==> config.mk <==
export PLATFORM = sky130hd
export DESIGN_NAME = frame_payload_counter
export DESIGN_NICKNAME = d
export VERILOG_FILES = /design/src/rtl/payload_octet_pkg.sv /design/src/rtl/frame_byte_accum.sv /design/src/rtl/frame_qualify.sv /design/src/rtl/octet_total.sv /design/src/rtl/frame_payload_counter.sv
export SDC_FILE = /design/constraint.sdc
export NUM_CORES = 1
export LEC_CHECK = 0
export BUFFER_PORTS_ARGS = -buffer_cell sky130_fd_sc_hd__buf_2
export CAP_MARGIN = 5
export CORE_MARGIN = 5
export CORE_UTILIZATION = 50
export DETAILED_ROUTE_END_ITERATION = 10
export PLACE_DENSITY = 0.74
export SYNTH_ARGS = -nofsm -noshare
export SYNTH_HDL_FRONTEND = slang
export SYNTH_SLANG_ARGS = --single-unit
==> constraint.sdc <==
create_clock -name clk -period 9.59 [get_ports clk]
set_clock_uncertainty 0.05 [all_clocks]
set_input_delay 2.877 -clock clk [delete_from_list [all_inputs] [get_ports clk]]
set_output_delay 2.877 -clock clk [all_outputs]
set_load 0.005 [all_outputs]
==> src/rtl/payload_octet_pkg.sv <==
`timescale 1ns/1ps
// Shared constants and types for the per-frame payload octet counter.
package payload_octet_pkg;
    localparam int unsigned HDR_BYTES      = 14;
    localparam int unsigned FCS_BYTES      = 4;
    localparam int unsigned OVERHEAD_BYTES = HDR_BYTES + FCS_BYTES;

    // Error indications sampled in the end-of-frame beat.
    typedef struct packed {
        logic fcs;
        logic oversize;
        logic undersize;
        logic length;
    } frame_err_t;
endpackage

==> src/rtl/frame_byte_accum.sv <==
`timescale 1ns/1ps
// Accumulates the byte total of the frame that is open.
// Assumes beat_bytes never exceeds the beat width. The total saturates at
// its maximum. A start beat restarts the count and drops any open frame.
// frame_done and frame_bytes are combinational for the closing beat.
module frame_byte_accum #(
    parameter int BEAT_W = 4,
    parameter int ACC_W  = 17
) (
    input  logic              clk,
    input  logic              rst_n,
    input  logic              sof,
    input  logic              eof,
    input  logic [BEAT_W-1:0] beat_bytes,
    output logic              frame_done,
    output logic [ACC_W-1:0]  frame_bytes
);
    logic             in_frame;
    logic [ACC_W-1:0] acc;
    logic [ACC_W-1:0] base;
    logic [ACC_W:0]   sum_ext;

    // Running total including the present beat, saturated at its maximum.
    always_comb begin
        base    = sof ? '0 : acc;
        sum_ext = {1'b0, base} + (ACC_W+1)'(beat_bytes);
        frame_bytes = sum_ext[ACC_W] ? {ACC_W{1'b1}} : sum_ext[ACC_W-1:0];
        frame_done  = eof && (sof || in_frame);
    end

    // Frame-open flag and accumulator update.
    always_ff @(posedge clk) begin
        if (!rst_n) begin
            in_frame <= 1'b0;
            acc      <= '0;
        end else if (eof) begin
            in_frame <= 1'b0;
            acc      <= '0;
        end else if (sof) begin
            in_frame <= 1'b1;
            acc      <= frame_bytes;
        end else if (in_frame) begin
            acc      <= frame_bytes;
        end
    end
endmodule

==> src/rtl/frame_qualify.sv <==
`timescale 1ns/1ps
// Turns a finished frame's byte total into a payload count. The header and
// FCS bytes are removed, with zero as the floor and the count's maximum as
// the ceiling. The frame is qualified on its error flags, and the count and
// strobe are registered. The add request for the running total is
// combinational, so the total moves on the same edge as the strobe.
module frame_qualify
    import payload_octet_pkg::*;
#(
    parameter int ACC_W = 17,
    parameter int CNT_W = 16
) (
    input  logic             clk,
    input  logic             rst_n,
    input  logic             frame_done,
    input  logic [ACC_W-1:0] frame_bytes,
    input  frame_err_t       errs,
    input  logic             stats_en,
    output logic [CNT_W-1:0] cnt,
    output logic             cnt_vld,
    output logic             add_en,
    output logic [CNT_W-1:0] add_amt
);
    localparam logic [ACC_W-1:0] OVH     = ACC_W'(OVERHEAD_BYTES);
    localparam logic [ACC_W-1:0] CNT_MAX = ACC_W'({CNT_W{1'b1}});

    logic [ACC_W-1:0] diff;
    logic [CNT_W-1:0] payload;
    logic             qual;

    // Payload after overhead removal, clamped at both ends.
    always_comb begin
        diff = frame_bytes - OVH;
        if (frame_bytes <= OVH)
            payload = '0;
        else if (diff > CNT_MAX)
            payload = {CNT_W{1'b1}};
        else
            payload = diff[CNT_W-1:0];
        qual    = frame_done && (errs == '0);
        add_en  = qual && stats_en;
        add_amt = payload;
    end

    // Registered per-frame report.
    always_ff @(posedge clk) begin
        if (!rst_n) begin
            cnt     <= '0;
            cnt_vld <= 1'b0;
        end else begin
            cnt_vld <= qual;
            if (qual)
                cnt <= payload;
        end
    end
endmodule

==> src/rtl/octet_total.sv <==
`timescale 1ns/1ps
// Running total of qualifying payload bytes. It wraps on overflow, and a
// clear takes priority over an addition in the same cycle.
module octet_total #(
    parameter int CNT_W = 16,
    parameter int TOT_W = 64
) (
    input  logic             clk,
    input  logic             rst_n,
    input  logic             clr,
    input  logic             add_en,
    input  logic [CNT_W-1:0] add_amt,
    output logic [TOT_W-1:0] total
);
    // Clear, add or hold.
    always_ff @(posedge clk) begin
        if (!rst_n || clr)
            total <= '0;
        else if (add_en)
            total <= total + TOT_W'(add_amt);
    end
endmodule

==> src/rtl/frame_payload_counter.sv <==
`timescale 1ns/1ps
// Per-frame payload octet counter for one MAC direction and clock domain.
// One beat per cycle carries 0 to MAX_BEAT_BYTES bytes. Error flags are
// valid with eof. The count and strobe appear one cycle after eof.
module frame_payload_counter
    import payload_octet_pkg::*;
#(
    parameter int MAX_BEAT_BYTES = 8,
    parameter int CNT_W          = 16,
    parameter int TOT_W          = 64,
    localparam int BEAT_W        = $clog2(MAX_BEAT_BYTES + 1),
    localparam int ACC_W         = CNT_W + 1
) (
    input  logic              clk,
    input  logic              rst_n,
    input  logic              sof,
    input  logic              eof,
    input  logic [BEAT_W-1:0] beat_bytes,
    input  logic              err_fcs,
    input  logic              err_oversize,
    input  logic              err_undersize,
    input  logic              err_length,
    input  logic              stats_en,
    input  logic              total_clr,
    output logic [CNT_W-1:0]  frame_octets,
    output logic              frame_octets_vld,
    output logic [TOT_W-1:0]  total_octets
);
    frame_err_t       errs;
    logic             frame_done;
    logic [ACC_W-1:0] frame_bytes;
    logic             add_en;
    logic [CNT_W-1:0] add_amt;

    // Gather the error flags into one word.
    always_comb begin
        errs = '{fcs: err_fcs, oversize: err_oversize,
                 undersize: err_undersize, length: err_length};
    end

    frame_byte_accum #(.BEAT_W(BEAT_W), .ACC_W(ACC_W)) u_accum (
        .clk(clk), .rst_n(rst_n), .sof(sof), .eof(eof),
        .beat_bytes(beat_bytes), .frame_done(frame_done),
        .frame_bytes(frame_bytes)
    );

    frame_qualify #(.ACC_W(ACC_W), .CNT_W(CNT_W)) u_qual (
        .clk(clk), .rst_n(rst_n), .frame_done(frame_done),
        .frame_bytes(frame_bytes), .errs(errs), .stats_en(stats_en),
        .cnt(frame_octets), .cnt_vld(frame_octets_vld),
        .add_en(add_en), .add_amt(add_amt)
    );

    octet_total #(.CNT_W(CNT_W), .TOT_W(TOT_W)) u_total (
        .clk(clk), .rst_n(rst_n), .clr(total_clr), .add_en(add_en),
        .add_amt(add_amt), .total(total_octets)
    );
endmodule

# Word-level counts from Yosys, hierarchy flattened
# Cells that the tools add are included.
[op_classes]
n_bitwise = 1
n_mux = 6
n_div = 0
n_lt_le_gt_ge = 2
multipliers = 0
n_reduce_logical = 9
add_sub_neg = 3
shift = 0
eq_ne = 0
[ops]
columns = ["cell", "n"]
rows = [
  ["17-bit two-way mux", 4],
  ["64-bit by 16-bit adder with 64-bit output", 1],
  ["16-bit two-way mux", 2],
  ["17-bit by 4-bit adder with 18-bit output", 1],
  ["17-bit by 16-bit greater-than comparator with 1-bit output, second input constant", 1],
  ["17-bit by 5-bit less-or-equal comparator with 1-bit output, second input constant", 1],
  ["17-bit by 5-bit subtractor with 17-bit output, second input constant", 1],
  ["4-bit logical NOT", 1],
  ["1-bit logical AND", 3],
  ["1-bit logical OR", 2],
  ["2-bit nonzero test", 1],
  ["2-bit OR reduction", 1],
  ["1-bit logical NOT", 1],
  ["1-bit NOT", 1],
]
[totals]
ff_bits = 99
out_inout_bits = 81
n_memories = 0
input_bits = 14
mem_bits_ro = 0
elab_cells = 26
latch_bits = 0
ram_bits = 0

# Longest topological paths before layout
[logic_depth]
word_depth = 8
ltp_mapped = 32
mapped_depth_nobuf = 27

# Modules after synthesis
# Synthesis repeated with hierarchy kept, for this count alone.
[hier_totals]
cells_unflattened = 845
hier_area_um2 = 6764.0
[modules_own_cells]
columns = ["module", "cells_each", "instances", "area_per_inst_um2", "seq_area_each_um2"]
rows = [
  ["octet_total", 506, 1, 4052.6, 1281.2],
  ["frame_byte_accum", 195, 1, 1492.7, 360.3],
  ["frame_qualify", 144, 1, 1218.7, 340.3],
]

# Worst setup path after synthesis
# Ideal clock, no wire load.
[synth_timing]
kind = "input to register"
startpoint = "in sof"
endpoint = "reg u_total.total[51]"
required_time_ns = 9.408
path_slack_ns = -0.248
t_arrival_ns = 9.656
n_path_buf = 5
stages = 29
setup_time_ns = 0.132
path_cell_list = "buf_2 > buf_1 > nor2b_1 > ha_1 > a21o_1 > a22o_1 > buf_2 > and3_1 > clkbuf_1 > nor2_1 > ha_1 > o21ai_0 > a2111oi_2 > and3_1 > o2bb2ai_1 > or4b_1 > or4_4 > a31oi_1 > ha_1 > a21o_1 > a21oi_1 > o21bai_1 > a2111oi_0 > o21a_1 > o21ai_0 > a31oi_1 > clkbuf_1 > or3_1 > a21oi_1"
[synth_via]
elab_chain_cells = 8
word_cells_on_any_way = 13
classes_between = "add/sub (3); order compare (2); mux (4); reduce/logical (4)"
[synth_rtl]
columns = ["item", "line", "source"]
rows = [
  ["start: declaration", "frame_payload_counter.sv:16", "input logic sof,"],
  ["17-bit two-way mux (*)", "frame_byte_accum.sv:25", "base = sof ? '0 : acc;"],
  ["17-bit by 4-bit adder with 18-bit output (*)", "frame_byte_accum.sv:26", "sum_ext = {1'b0, base} + (ACC_W+1)'(beat_bytes);"],
  ["17-bit two-way mux (*)", "frame_byte_accum.sv:27", "frame_bytes = sum_ext[ACC_W] ? {ACC_W{1'b1}} : sum_ext[ACC_W-1:0];"],
  ["17-bit by 5-bit subtractor with 17-bit output", "frame_qualify.sv:33", "diff = frame_bytes - OVH;"],
  ["17-bit by 16-bit greater-than comparator with 1-bit output", "frame_qualify.sv:36", "else if (diff > CNT_MAX)"],
  ["16-bit two-way mux", "frame_qualify.sv:36", ""],
  ["16-bit two-way mux (*)", "frame_qualify.sv:34", "if (frame_bytes <= OVH)"],
  ["via add_amt[1]", "frame_payload_counter.sv:33", "logic [CNT_W-1:0] add_amt;"],
  ["64-bit by 16-bit adder with 64-bit output (*)", "octet_total.sv:20", "total <= total + TOT_W'(add_amt);"],
  ["end signal: assignment", "octet_total.sv:20", ""],
  ["end: declaration", "octet_total.sv:13", "output logic [TOT_W-1:0] total"],
]
# Mark *: on every way through the listed nets, which the timed path passes. The rest lies on a longest branch.
# A chain may end at the register's enable or synchronous reset.

# Worst setup path in the final report
[layout_timing]
startpoint = "in sof"
endpoint = "reg u_total.total[25]"
# The elaborated chain is that of the path after synthesis.

==> impl_metrics.json <==
{
  "cp-start-kind": "input port",
  "finalWorstSetupSlack_ps": 612,
  "final_min_period_over_clock_period": 0.936,
  "htree_num_levels": 3,
  "fin_setup_tns_ps": 0,
  "number_of_antenna_violations_at_the_first_check_in_global_routing": 0,
  "async_reset_ff_frac": 0,
  "cell_with_the_most_instances_after_synthesis": "sky130_fd_sc_hd__dfxtp_1",
  "gp_congestion": 0.904,
  "worstPathArrival_ps": 9210,
  "power_density_nw_per_um2": 130,
  "overflow": 0,
  "synth_enable_flop_cells": 0,
  "die_height_um": 121,
  "max_freq_mhz": 111,
  "post_cts.repair.setup_buffers": 0,
  "cts_buffer_depth": 2,
  "row_count": 40,
  "grt_setup_unrepaired": "false",
  "design.core.area_um2": 12100,
  "drt_wl_total_um": 16700,
  "leading_cell_types_by_count_after_synthesis": "sky130_fd_sc_hd__dfxtp_1 (99), sky130_fd_sc_hd__nand2_1 (86), sky130_fd_sc_hd__nor2_1 (85)",
  "hold_viol_final": 0,
  "route.detailed.vias_per_inst": 5.83,
  "ant_nets": 0,
  "internal_power_w": 0.000675,
  "switchingPower_w": 0.000255,
  "vias": 6084,
  "timing.slew.headroom": 0.218,
  "hold_buffers": 0,
  "synth_area_leader": "sky130_fd_sc_hd__dfxtp_1",
  "crit_type": "input port to flip-flop",
  "number_of_global_route_vias_before_repair": 5450,
  "dr_drc_count": 0,
  "placed_cells": 1027,
  "final.hold.worst_slack_ps": 404,
  "ys_seq_area_frac": 0.322,
  "fraction_of_final_layout_cells_sized_beyond_drive_strength_1": 0.184,
  "syn2layout_area_growth_pct": 16.6,
  "synth.yosys.warnings": 0,
  "die-width_um": 121,
  "hold_path_class": "flip-flop to flip-flop",
  "start_util": 0.511,
  "post_synth_instance_area_um2": 6160,
  "drt_pre_antenna_iters": 4,
  "post_synth_num_cell_types": 71,
  "syn-mean-instance-area_um2": 7.87,
  "place_ws_ps": 162,
  "average_wire_per_standard_cell_um": 16.0,
  "ys_ff_latch": 99,
  "worstMarginPinSlew_ps": 1170,
  "cts-buffers-inserted": 9,
  "synth_cells": 783,
  "io_buffers": 94,
  "largest_net_degree_at_the_start_of_global_routing": 62,
  "ys.flop_type": "sky130_fd_sc_hd__dfxtp_1",
  "clock-sinks": 99,
  "path_clk_slew_ps": 70,
  "root_buffer": "sky130_fd_sc_hd__clkbuf_16",
  "die-area_um2": 14600,
  "worst-path-max-fanout": 16,
  "cts_tree": "built",
  "report.final.setup_viol": 0,
  "total_leakage_power_nw": 2.95,
  "post_layout_nonfiller_instances": 1043,
  "area_fraction_of_the_dominant_cell_type_after_synthesis": 0.322,
  "grt_first_pass_wirelength_um": 27500,
  "net_switching_fraction_of_the_power": 0.274,
  "worst_skew_pair.late_latency_ps": 360,
  "clock_power_share": 0.402,
  "worst-endpoint-required_ps": 9820,
  "grt_util_all_layers": 0.230,
  "power.share.combinational": 0.150,
  "layout_min_cycle_time_ps": 8980,
  "power.ir.vdd_worst_mv": 0.112,
  "detail_route.iter0.violations": 466,
  "dpl.hpwl_um": 12400,
  "num_io_pins": 95,
  "mappedNetlistNets": 821,
  "max_cap_violations": 0,
  "run_status": "finished clean",
  "worst_setup_path_end_kind": "flip-flop",
  "final_max_slew_viol_count": 0,
  "nets": 908,
  "power_frac_seq": 0.448,
  "synthTopCellsByArea": "sky130_fd_sc_hd__dfxtp_1 (32%), sky130_fd_sc_hd__xnor2_1 (5.5%), sky130_fd_sc_hd__nand2_1 (5.2%)"
}
-- sequential cells by signal, summed over array words and instances, names as in the netlist --
| signal | flops |
|---|---|
| u_accum.acc | 17 |
| u_accum.in_frame | 1 |
| u_qual.cnt | 16 |
| u_qual.cnt_vld | 1 |
| u_total.total | 64 |
-- worst paths after layout --
path	startpoint	endpoint	slack (ps)	cells after the start
hold reg to reg	u_qual.cnt[14]	u_qual.cnt[14]	400	2
setup reg to reg	u_accum.acc[0]	u_total.total[25]	2950	24
setup / recovery	sof	u_total.total[25]	610	25
hold / removal	u_qual.cnt[14]	u_qual.cnt[14]	400	2
-- layout make-up --
cell class	count	area, um^2
fill	1137	4880
sequential	99	1980
antenna	1	2.50
clock inverter	5	62.6
multi-input combinational	630	3990
timing repair buffer	118	651
clock buffer	10	239
tap	168	210
inverter	12	45.0
-- logic make-up (layout without fill, tap and decap cells) --
kind of cell	Yosys count	after routing	synth area share
AOI/OAI and AO/OA	192	192	0.212
xor gates and xnor gates	55	55	0.0782
adders and majority gates	24	24	0.0512
buffers and inverters	54	145	0.0341
DFF	99	99	0.322
muxes	3	3	0.00609
other	0	1	0
and+or+nand+nor	356	356	0.297
-- stage by stage --
| stage | power, W | utilization | cell area (um^2) |
|---|---|---|---|
| after floorplan | 0.000528 | - | 6160 |
| after global placement | 0.000563 | 0.570 | 6870 |
| after detailed placement | 0.000564 | 0.570 | 6870 |
| after CTS | 0.000937 | 0.595 | 7170 |
| after global routing | 0.000969 | 0.595 | 7180 |
| final | 0.000931 | 0.595 | 7180 |
-- what timing repair did --
item,CTS,global route
gates resized for setup,0,1
hold endpoints to repair,0,0
setup endpoints to repair,0,2
-- power groups by stage --
| stage | clock network [W] | registers (W) | logic (W) |
|---|---|---|---|
| global placement | 0 | 0.000427 | 0.000137 |
| CTS | 0.000382 | 0.000417 | 0.000138 |
| global route | 0.000398 | 0.000417 | 0.000154 |
| detailed placement | 0 | 0.000426 | 0.000138 |
| floorplan | 0 | 0.000426 | 0.000102 |
| finish | 0.000374 | 0.000417 | 0.000140 |
-- cell usage in the layout (no fill, tap or decap), types with 15 or more instances in the layout --
cell,count
sky130_fd_sc_hd__o21ai_0,24
sky130_fd_sc_hd__nor2b_1,16
sky130_fd_sc_hd__and3_1,17
sky130_fd_sc_hd__xnor2_1,38
sky130_fd_sc_hd__a21oi_1,61
sky130_fd_sc_hd__buf_2,94
sky130_fd_sc_hd__nand3_1,31
sky130_fd_sc_hd__nand2_1,86
sky130_fd_sc_hd__ha_1,22
sky130_fd_sc_hd__nor4_1,22
sky130_fd_sc_hd__xor2_1,16
sky130_fd_sc_hd__nand4_1,16
sky130_fd_sc_hd__buf_4,24
sky130_fd_sc_hd__nor3_1,15
sky130_fd_sc_hd__dfxtp_1,99
sky130_fd_sc_hd__nor2_1,85
-- layer usage --
layer	part of all wire	global-route usage	vias up
met5	0	0	-
met1	0.47	0.316	2836
met4	0.016	0.0616	0
met3	0.070	0.0550	18
met2	0.45	0.362	184
li1	-	-	3046
-- worst max-delay path, stage by stage --
cell,delay (ps)
sky130_fd_sc_hd__buf_2,130
sky130_fd_sc_hd__nor2b_1,170
sky130_fd_sc_hd__ha_1,230
sky130_fd_sc_hd__inv_1,70
sky130_fd_sc_hd__fa_1,420
sky130_fd_sc_hd__nor2b_1,160
sky130_fd_sc_hd__o211ai_1,110
sky130_fd_sc_hd__mux2_2,390
sky130_fd_sc_hd__or3_1,390
sky130_fd_sc_hd__nor4_2,200
sky130_fd_sc_hd__mux2_4,350
sky130_fd_sc_hd__or4b_1,500
sky130_fd_sc_hd__or4_4,560
sky130_fd_sc_hd__a31oi_2,290
sky130_fd_sc_hd__ha_1,280
sky130_fd_sc_hd__a21o_1,150
sky130_fd_sc_hd__a21oi_1,210
sky130_fd_sc_hd__o21bai_1,110
sky130_fd_sc_hd__a2111oi_1,470
sky130_fd_sc_hd__o21a_1,310
sky130_fd_sc_hd__o21ai_0,130
sky130_fd_sc_hd__a31oi_1,210
sky130_fd_sc_hd__buf_4,220
sky130_fd_sc_hd__o21ai_0,100
sky130_fd_sc_hd__a21oi_1,160
Note: power is estimated with default switching activity, not from simulation.
